**src/rtl/rn_ctl_pkg.sv**
```systemverilog
package rn_ctl_pkg;

    typedef enum logic [2:0] {
        ST_IDLE     = 3'd0,
        ST_RUN      = 3'd1,
        ST_BLOCKED  = 3'd2,
        ST_UNBLOCK  = 3'd3,
        ST_SQUASH   = 3'd4,
        ST_SERSTALL = 3'd5
    } rn_state_e;

    typedef enum logic [1:0] {
        K_PLAIN      = 2'd0,
        K_SER_BEFORE = 2'd1,
        K_SER_AFTER  = 2'd2
    } rn_kind_e;

    localparam int KIND_W = 2;

    function automatic int unsigned wrap_add(input int unsigned a,
                                             input int unsigned b,
                                             input int unsigned m);
        return (a + b) % m;
    endfunction

endpackage

```
**src/rtl/rn_skid_fifo.sv**
```systemverilog
module rn_skid_fifo
    import rn_ctl_pkg::*;
#(
    parameter int W     = 18,
    parameter int DEPTH = 4
) (
    input  logic         clk,
    input  logic         rst,
    input  logic         flush,
    input  logic         pop,
    input  logic         push_front,
    input  logic [W-1:0] front_data,
    input  logic         push_back,
    input  logic [W-1:0] back_data,
    output logic [W-1:0] head_data,
    output logic         empty,
    output logic         ovf
);
    localparam int IW = (DEPTH > 1) ? $clog2(DEPTH) : 1;
    localparam int CW = $clog2(DEPTH + 1);

    logic [W-1:0]  mem [DEPTH];
    logic [IW-1:0] head_q, head_m1, head_p1, tail;
    logic [CW-1:0] cnt_q, cnt_mid;
    logic          pf_ok, pb_ok;

    always_comb begin
        pf_ok   = push_front && (cnt_q < CW'(DEPTH));
        cnt_mid = cnt_q - CW'(pop) + CW'(pf_ok);
        pb_ok   = push_back && (cnt_mid < CW'(DEPTH));
        ovf     = (push_front && !pf_ok) || (push_back && !pb_ok);
        head_m1 = IW'(wrap_add(32'(head_q), 32'(DEPTH - 1), 32'(DEPTH)));
        head_p1 = IW'(wrap_add(32'(head_q), 32'd1, 32'(DEPTH)));
        tail    = IW'(wrap_add(32'(head_q), 32'(cnt_q), 32'(DEPTH)));
    end

    always_ff @(posedge clk) begin
        if (rst || flush) begin
            head_q <= '0;
            cnt_q  <= '0;
        end else begin
            if (pf_ok)    head_q <= head_m1;
            else if (pop) head_q <= head_p1;
            cnt_q <= cnt_mid + CW'(pb_ok);
        end
    end

    always_ff @(posedge clk) begin
        if (!flush && pf_ok) mem[head_m1] <= front_data;
        if (!flush && pb_ok) mem[tail]    <= back_data;
    end

    assign head_data = mem[head_q];
    assign empty     = (cnt_q == '0);
endmodule

```
**src/rtl/rn_ser_hold.sv**
```systemverilog
module rn_ser_hold #(
    parameter int SEQ_W = 16
) (
    input  logic             clk,
    input  logic             rst,
    input  logic             load,
    input  logic [SEQ_W-1:0] load_seq,
    input  logic             clr,
    input  logic [SEQ_W-1:0] sq_seq,
    output logic             vld,
    output logic [SEQ_W-1:0] seq,
    output logic             keep
);
    always_ff @(posedge clk) begin
        if (rst) begin
            vld <= 1'b0;
            seq <= '0;
        end else if (load) begin
            vld <= 1'b1;
            seq <= load_seq;
        end else if (clr) begin
            vld <= 1'b0;
        end
    end

    assign keep = vld && (seq <= sq_seq);
endmodule

```
**src/rtl/rn_ctl_fsm.sv**
```systemverilog
module rn_ctl_fsm
    import rn_ctl_pkg::*;
#(
    parameter int SEQ_W      = 16,
    parameter int CNT_W      = 6,
    parameter int SKID_DEPTH = 4
) (
    input  logic             clk,
    input  logic             rst,
    input  logic             in_vld,
    input  logic [SEQ_W-1:0] in_seq,
    input  logic [1:0]       in_kind,
    input  logic             squash_vld,
    input  logic [SEQ_W-1:0] squash_seq,
    input  logic             stall_req,
    input  logic             res_full,
    input  logic             rob_empty,
    input  logic [CNT_W-1:0] inflight,
    output logic             out_vld,
    output logic [SEQ_W-1:0] out_seq,
    output logic [1:0]       out_kind,
    output logic             out_skid,
    output logic             blk_dec,
    output logic             unblk_dec,
    output logic [2:0]       state_o,
    output logic             skid_err
);
    localparam int ENT_W = SEQ_W + KIND_W;

    rn_state_e        st_q, st_d;
    logic             drained, stall;
    logic             f_flush, f_pop, f_pf, f_pb, f_empty, f_ovf;
    logic [ENT_W-1:0] f_head, f_front, f_back;
    logic             h_load, h_clr, h_vld, h_keep;
    logic [SEQ_W-1:0] h_seq;
    logic             ser_next_q, ser_next_d, res_ser_q, res_ser_d, res_unb_q, res_unb_d;
    logic             blk_d, unblk_d, ov_d, oskid_d;
    logic [ENT_W-1:0] oent_d, oent_q;
    logic             go, go_skid, mark;
    logic [ENT_W-1:0] cand;
    rn_kind_e         cand_kind;

    assign drained = rob_empty && (inflight == '0);
    assign stall   = stall_req || res_full;
    assign f_front = {K_SER_BEFORE, h_seq};
    assign f_back  = {in_kind, in_seq};

    rn_skid_fifo #(.W(ENT_W), .DEPTH(SKID_DEPTH)) u_skid (
        .clk(clk), .rst(rst), .flush(f_flush), .pop(f_pop),
        .push_front(f_pf), .front_data(f_front),
        .push_back(f_pb), .back_data(f_back),
        .head_data(f_head), .empty(f_empty), .ovf(f_ovf)
    );

    rn_ser_hold #(.SEQ_W(SEQ_W)) u_hold (
        .clk(clk), .rst(rst), .load(h_load), .load_seq(cand[SEQ_W-1:0]),
        .clr(h_clr), .sq_seq(squash_seq),
        .vld(h_vld), .seq(h_seq), .keep(h_keep)
    );

    always_comb begin
        st_d       = st_q;
        blk_d      = 1'b0;
        unblk_d    = 1'b0;
        ov_d       = 1'b0;
        oskid_d    = 1'b0;
        oent_d     = '0;
        f_flush    = 1'b0;
        f_pop      = 1'b0;
        f_pf       = 1'b0;
        f_pb       = 1'b0;
        h_load     = 1'b0;
        h_clr      = 1'b0;
        ser_next_d = ser_next_q;
        res_ser_d  = res_ser_q;
        res_unb_d  = res_unb_q;
        go         = 1'b0;
        go_skid    = 1'b0;
        cand       = f_back;
        mark       = 1'b0;

        if (squash_vld) begin
            st_d       = ST_SQUASH;
            f_flush    = 1'b1;
            ser_next_d = 1'b0;
            res_unb_d  = 1'b0;
            case (st_q)
                ST_BLOCKED, ST_UNBLOCK: begin
                    unblk_d   = 1'b1;
                    h_clr     = 1'b1;
                    res_ser_d = 1'b0;
                end
                ST_SERSTALL, ST_SQUASH: begin
                    if (h_keep) begin
                        res_ser_d = 1'b1;
                    end else begin
                        h_clr     = 1'b1;
                        res_ser_d = 1'b0;
                        if (st_q == ST_SERSTALL) unblk_d = 1'b1;
                    end
                end
                default: begin
                    h_clr     = 1'b1;
                    res_ser_d = 1'b0;
                end
            endcase
        end else if (stall) begin
            case (st_q)
                ST_IDLE, ST_RUN, ST_UNBLOCK: begin
                    f_pb  = in_vld;
                    st_d  = ST_BLOCKED;
                    blk_d = 1'b1;
                end
                ST_SQUASH: begin
                    res_unb_d = 1'b1;
                    blk_d     = !res_unb_q;
                end
                default: f_pb = in_vld;
            endcase
        end else begin
            case (st_q)
                ST_BLOCKED: begin
                    f_pb = in_vld;
                    st_d = ST_UNBLOCK;
                end
                ST_SQUASH: begin
                    st_d      = res_ser_q ? ST_SERSTALL : (res_unb_q ? ST_UNBLOCK : ST_RUN);
                    res_ser_d = 1'b0;
                    res_unb_d = 1'b0;
                end
                ST_SERSTALL: begin
                    f_pb = in_vld;
                    if (drained) begin
                        f_pf  = 1'b1;
                        h_clr = 1'b1;
                        st_d  = ST_UNBLOCK;
                    end
                end
                ST_UNBLOCK: begin
                    if (f_empty && !in_vld) begin
                        st_d    = ST_RUN;
                        unblk_d = 1'b1;
                    end else begin
                        f_pb = in_vld;
                        if (!f_empty) begin
                            cand    = f_head;
                            go      = 1'b1;
                            go_skid = 1'b1;
                            f_pop   = 1'b1;
                        end
                    end
                end
                default: begin
                    if (in_vld) begin
                        go   = 1'b1;
                        st_d = ST_RUN;
                    end
                end
            endcase
        end

        cand_kind = rn_kind_e'(cand[ENT_W-1:SEQ_W]);
        if (go) begin
            mark = (cand_kind == K_SER_BEFORE) || ser_next_q;
            if (mark && !drained) begin
                h_load     = 1'b1;
                st_d       = ST_SERSTALL;
                ser_next_d = 1'b0;
                if (!go_skid) blk_d = 1'b1;
            end else begin
                ov_d       = 1'b1;
                oent_d     = cand;
                oskid_d    = go_skid;
                ser_next_d = (cand_kind == K_SER_AFTER);
            end
        end
    end

    always_ff @(posedge clk) begin
        if (rst) begin
            st_q       <= ST_IDLE;
            ser_next_q <= 1'b0;
            res_ser_q  <= 1'b0;
            res_unb_q  <= 1'b0;
            blk_dec    <= 1'b0;
            unblk_dec  <= 1'b0;
            out_vld    <= 1'b0;
            out_skid   <= 1'b0;
            oent_q     <= '0;
            skid_err   <= 1'b0;
        end else begin
            st_q       <= st_d;
            ser_next_q <= ser_next_d;
            res_ser_q  <= res_ser_d;
            res_unb_q  <= res_unb_d;
            blk_dec    <= blk_d;
            unblk_dec  <= unblk_d;
            out_vld    <= ov_d;
            out_skid   <= oskid_d;
            oent_q     <= oent_d;
            skid_err   <= skid_err || f_ovf;
        end
    end

    assign out_seq  = oent_q[SEQ_W-1:0];
    assign out_kind = oent_q[ENT_W-1:SEQ_W];
    assign state_o  = st_q;
endmodule

```
**config.mk**
```make
export PLATFORM = sky130hd
export DESIGN_NAME = rn_ctl_fsm
export DESIGN_NICKNAME = d
export VERILOG_FILES = /design/src/rtl/rn_ctl_pkg.sv /design/src/rtl/rn_skid_fifo.sv /design/src/rtl/rn_ser_hold.sv /design/src/rtl/rn_ctl_fsm.sv
export SDC_FILE = /design/constraint.sdc
export NUM_CORES = 1
export LEC_CHECK = 0
export CORE_MARGIN = 1.5
export CORE_UTILIZATION = 52
export CTS_CLUSTER_DIAMETER = 120
export DETAILED_ROUTE_END_ITERATION = 7
export DONT_BUFFER_PORTS = 1
export PLACE_DENSITY = 0.67
export SLEW_MARGIN = 20
export SYNTH_ARGS = -nofsm -noshare
export SYNTH_HDL_FRONTEND = slang
export SYNTH_SLANG_ARGS = --single-unit
```
**constraint.sdc**
```tcl
create_clock -name clk -period 4.9 [get_ports clk]
set_input_delay 0.49 -clock clk [delete_from_list [all_inputs] [get_ports clk]]
set_output_delay 0.49 -clock clk [all_outputs]
set_load 0.1 [all_outputs]
```
* Word-level counts from Yosys, hierarchy flattened
Memories as Yosys holds them, arrays and structs flattened. A register that Yosys moved wholly into a read port is not among the register bits.
Index checks and enable logic that the tools add are counted.
** Storage, ports and cells
- Memories :: 1
- Register bits after elaboration :: 51
- Logic and storage cells :: 144
- Bits in writable memories :: 72
** Operators by class
- Add/subtract/negate cells :: 6
- Reduce and logical (&&, ||, !) cells :: 37
- Eq/ne operators :: 8
- Mux-type cells :: 74
- Order comparisons :: 3
- Bitwise logic cells :: 1
** Memory list
- u_skid.mem :: words 4, bits a word 18, rd ports 1, clocked after Yosys merged registers in 1, wr ports 2, line rn_skid_fifo.sv:22 : logic [W-1:0] mem [DEPTH];
** Operators with widths (number)
- $mux 18 :: 5
- $mux 1 :: 50
- $mux 3 :: 9
- $le 16x16->1 :: 1
- $pmux 3 s4 :: 1
- $logic_and 1x1->1 :: 10
- $mux 2 :: 5
- $reduce_or 2->1 :: 5
- $reduce_or 3->1 :: 3
- $pmux 1 s2 :: 4
- $reduce_bool 2->1 :: 4
- $add 3x1->3 :: 2
- $eq 3x2->1 const B :: 2
- $eq 3x3->1 const B :: 2
- $logic_not 1->1 :: 6
- $logic_not 3->1 :: 2
- $logic_not 6->1 :: 1
- $lt 3x3->1 const B :: 2
- $logic_or 1x1->1 :: 5
- $eq 3x1->1 const B :: 1
- $sub 3x1->3 :: 1
- $add 2x1->2 const B :: 1
- $add 2x2->2 :: 1
- $add 2x2->2 const B :: 1
- 5 further kinds :: 5

* Longest topological paths before layout
- Depth in word-level cells :: 14
- Mapped depth :: 17

* By module
From an unflattened synthesis, not the netlist that was laid out.
** Unflattened totals
- Cells, all modules :: 532
- Area total of the unflattened synthesis :: 6824.0 µm²
** By module, submodules not included
- rn_skid_fifo :: times used 1, area an instance 4137.7 µm², cells an instance 225, sequential area each 2302.2 µm²
- rn_ctl_fsm :: times used 1, area an instance 1679.1 µm², cells an instance 194, sequential area each 580.6 µm²
- rn_ser_hold :: times used 1, area an instance 1007.2 µm², cells an instance 113, sequential area each 340.3 µm²

* Worst setup path before layout
Ideal clock, no wire load.
- Kind :: register to register
- From :: register st_q[0] (netlist: state_o[0])
- To :: memory u_skid.mem[1][0], enable pin
- Cell stages (with the launch flop) :: 16
- Setup slack :: 0.201 ns
- Data arrival time :: 4.325 ns
- Data required time :: 4.525 ns
- Library setup time :: 0.375 ns
- Cell sequence :: dfxtp_1 nor4b_1 nand3_1 inv_2 buf_2 ha_1 inv_1 ha_1 inv_1 fa_1 xnor2_1 xnor2_1 nor2_2 nand3_1 buf_2 nand2_1
** RTL lines
- start: declaration :: line rn_ctl_fsm.sv:30 : rn_state_e st_q, st_d;
- start signal: assignment :: line rn_ctl_fsm.sv:192 : st_q <= st_d;
- end: declaration :: line rn_skid_fifo.sv:22

==> metrics.md <==
| Metric | Value |
|---|---|
| Share of power burned in registers | `48.2%` |
| Root buffer cell | `clkbuf_16` |
| Layout cells sized above 1 | `27.2%` |
| Ports | `73` |
| Crit path DAT | `4050 ps` |
| MaxCap Viol Count | `0` |
| First-pass GRT wire length | `22.0 mm` |
| # DRC | `0` |
| Syn nets | `572` |
| Internal power | `1.85 mW` |
| Count leader, synth | `edfxtp_1` |
| Final nets | `582` |
| Number of register bits inferred by synthesis | `125` |
| Critical-path top delay cell | `nand2_1` |
| Synth warn | `0` |
| Chip Height | `113 µm` |
| Type of the worst min-delay path | `in2reg` |
| Routability cong. | `0.884` |
| R2r setup slk | `890 ps` |
| Post-route minimum period | `4010 ps` |
| Worst ir drop on vdd | `270 µV` |
| Vias in the first global route | `4045` |
| Switch share | `21.9%` |
| TritonCTS buffer count | `17` |
| Sequential share of the synthesized area | `51.3%` |
| Worst Skew | `9.46 ps` |
| Synth area leader | `edfxtp_1` |
| Final hold vios | `0` |
| Cell area after layout | `6950 µm²` |
| Vias | `3954` |
| Pin count of the biggest net entering global routing | `25` |
| Routed Antenna Nets | `0` |
| Largest cells by area after synthesis | `edfxtp_1, dfxtp_1, mux2_2` |
| Critical path class | `reg2reg` |
| Routed length per instance | `21.2 µm` |
| Gr usage total | `23.4%` |
| Worst-path clk slew | `60 ps` |
| Count of input and output buffers | `0` |
| Pre-CTS setup slack | `779 ps` |
| Die Area | `12800 µm²` |
| Core ar. | `11600 µm²` |
| Pwr Density | `342 nW/µm²` |
| Worst Tran Pin Value | `1060 ps` |
| Initial DRC Count | `264` |
| Syn Area/Cell | `12.7 µm²` |
| Setup violations, final | `0` |
| Setup_tns | `0 ps` |
| Reg2Reg Depth | `11` |
| Vias per inst | `5.97` |
| Fmax | `250 MHz` |
| Final Slew Violations | `0` |
| Post-CTS Setup Bufs | `0` |
| Number of distinct library cells after synthesis | `50` |
| Die W | `113 µm` |
| Critical R2R Capture | `u_skid.mem[3][12]` |
| # diodes | `0` |
| Fill cell instance count of the final layout | `966` |
| Total clock sinks | `125` |
| Top-area cell type share of the netlist area | `34.4%` |
| H-tree depth | `4` |
| Initial Utilization | `54.1%` |
| Comb power frac | `4.7%` |
| Clock share of power | `47.1%` |
| Status | `finished clean` |
| Worst path required time | `4940 ps` |
| Max incr delay on CP | `730 ps` |
| Post-cts sizing count | `0` |
| CTS tree | `done` |
| Synth cell count leaders | `edfxtp_1, mux2_2, dfxtp_1` |
| Hpwl dp | `9.27 mm` |
| Ys flop type | `edfxtp_1` |
| Routed wire length | `14.0 mm` |
| Initial antenna violation count | `0` |
| CTS max path bufs | `2` |
| Final period utilization | `81.8%` |
| Post-cts hold buffer count | `0` |
| Worst setup SP type | `flip-flop` |
| Unrepaired setup endpoints after global routing | `false` |
| DRT Pass-1 Iters | `5` |
| Leak | `2.62 nW` |
| Post-synth EDFFs | `72` |
| Placed Area | `6430 µm²` |
| Normalized max-slew margin | `29.1%` |
| Synthesized area | `6290 µm²` |
| Crit. End Element | `flip-flop` |
| Crit path cell chain | `buf_4 > nand2_1 > nor4_2 > ha_1 > inv_1 > fa_1 > xnor2_1 > xnor2_1 > nor2_2 > nand3_1 > nand2_1` |
| GRT overflow | `0` |
| Worst-Skew Late Latency | `430 ps` |
| Crit Path Max Fanout | `18` |
| Tot Pwr | `2.37 mW` |
| Final WS setup | `893 ps` |
| Area grow syn2layout | `10.5%` |
| Num rows | `39` |
| Critical Path Source | `state_o[0]` |
| Worst setup endpoint | `u_skid.mem[3][12]` |
| Net switching power | `0.519 mW` |
| Post-synthesis cell count | `496` |
| Worst r2r src | `state_o[0]` |
| Post-synth ARST share | `0%` |
metal layers:
| metal | vias up | track usage [%] | part of all wire (%) |
|---|---|---|---|
| met5 | - | 0 | 0 |
| met4 | 0 | 9.17 | 1.8 |
| met3 | 19 | 8.09 | 4.9 |
| met2 | 119 | 38.5 | 50 |
| met1 | 1961 | 28.6 | 43 |
| li1 | 1855 | - | - |
flip-flops by register name, summed over array words and instances (netlist names), named ones only:
| signal | count |
|---|---|
| u_hold.seq | 16 |
| out_skid | 1 |
| u_skid.head_q | 2 |
| out_vld | 1 |
| blk_dec | 1 |
| skid_err | 1 |
| u_skid.cnt_q | 3 |
| res_unb_q | 1 |
| state_o | 3 |
| unblk_dec | 1 |
| oent_q | 18 |
| res_ser_q | 1 |
| ser_next_q | 1 |
| u_skid.mem | 72 |
| u_hold.vld | 1 |
cell type report:
cell class	instances	area (µm²)	share of cell area (%)
tap	143	179	2.57
inverter	33	124	1.78
multi-input combinational	317	2800	40.3
sequential	125	3220	46.4
timing repair buffer	12	103	1.48
clock inverter	9	72.6	1.04
clock buffer	23	448	6.44
how the worst min path moves through the flow:
stage / startpoint / end / depth (start not counted)
final: rst / u_hold.seq[7] / 1
after global routing: rst / u_hold.seq[7] / 1
after CTS: rst / u_hold.seq[8] / 1
after detailed placement: ser_next_q / ser_next_q / 2
after global placement: ser_next_q / ser_next_q / 2
after floorplan: res_ser_q / res_ser_q / 2
through the flow:
stage          std cells  util [%]  hold slack (ps)
6_report             662      59.8              133
5_1_grt              662      59.8              111
4_1_cts              662      59.8              114
3_5_place_dp         630      55.4              496
3_3_place_gp         630      55.4              489
2_1_floorplan        496         -              462
logic make-up (layout without fill, tap and decap cells):
logic type               Yosys count  after routing  share of synthesized area [%]
flip-flops                       125            125                           51.3
multiplexers                     100            100                           21.0
adder cells (fa/ha/maj)           29             29                           5.89
AND/OR/NAND/NOR                  121            121                           9.25
XOR/XNOR                           7              7                          0.975
buffers and inverters             54             77                           4.18
AO/OA/AOI/OAI                     60             60                           7.42
power by group through the flow:
| stage | clock (mW) | combinational [mW] | sequential (mW) |
|---|---|---|---|
| final | 1.12 | 0.112 | 1.14 |
| after global routing | 1.18 | 0.124 | 1.14 |
| after CTS | 1.14 | 0.112 | 1.14 |
| after detailed placement | 0 | 0.111 | 1.16 |
| after global placement | 0 | 0.108 | 1.16 |
| after floorplan | 0 | 0.0821 | 1.17 |
layout by cell type (no fill, tap or decap), drive strengths merged, types with 2 or more instances in the layout:
cell type,netlist,layout
edfxtp,72,72
mux2,64,64
dfxtp,53,53
nor2,53,53
inv,33,33
ha,28,28
nand2,23,23
clkbuf,7,23
mux2i,18,18
mux4,18,18
a211oi,17,17
a21oi,15,15
buf,14,12
o21ai,11,11
nand3,8,8
xnor2,7,7
nand4,6,6
or2,6,6
clkinv,0,6
nor3,5,5
nor2b,4,4
nand2b,4,4
a31oi,3,3
and2,3,3
nor4,3,3
nor4b,2,2
nand3b,2,2
o211ai,2,2
o41ai,2,2
o2111ai,2,2
clkinvlp,0,2
a311oi,2,2
worst max-delay path: cells and delay by family, from the launching register on:
family / cells / cell delay (ps)
and+or+nand+nor: 5 / 1870
adders and majority gates: 2 / 650
buffers and inverters: 2 / 430
xor gates and xnor gates: 2 / 360
DFF: 1 / 310
(Power assumes the default switching activity.)
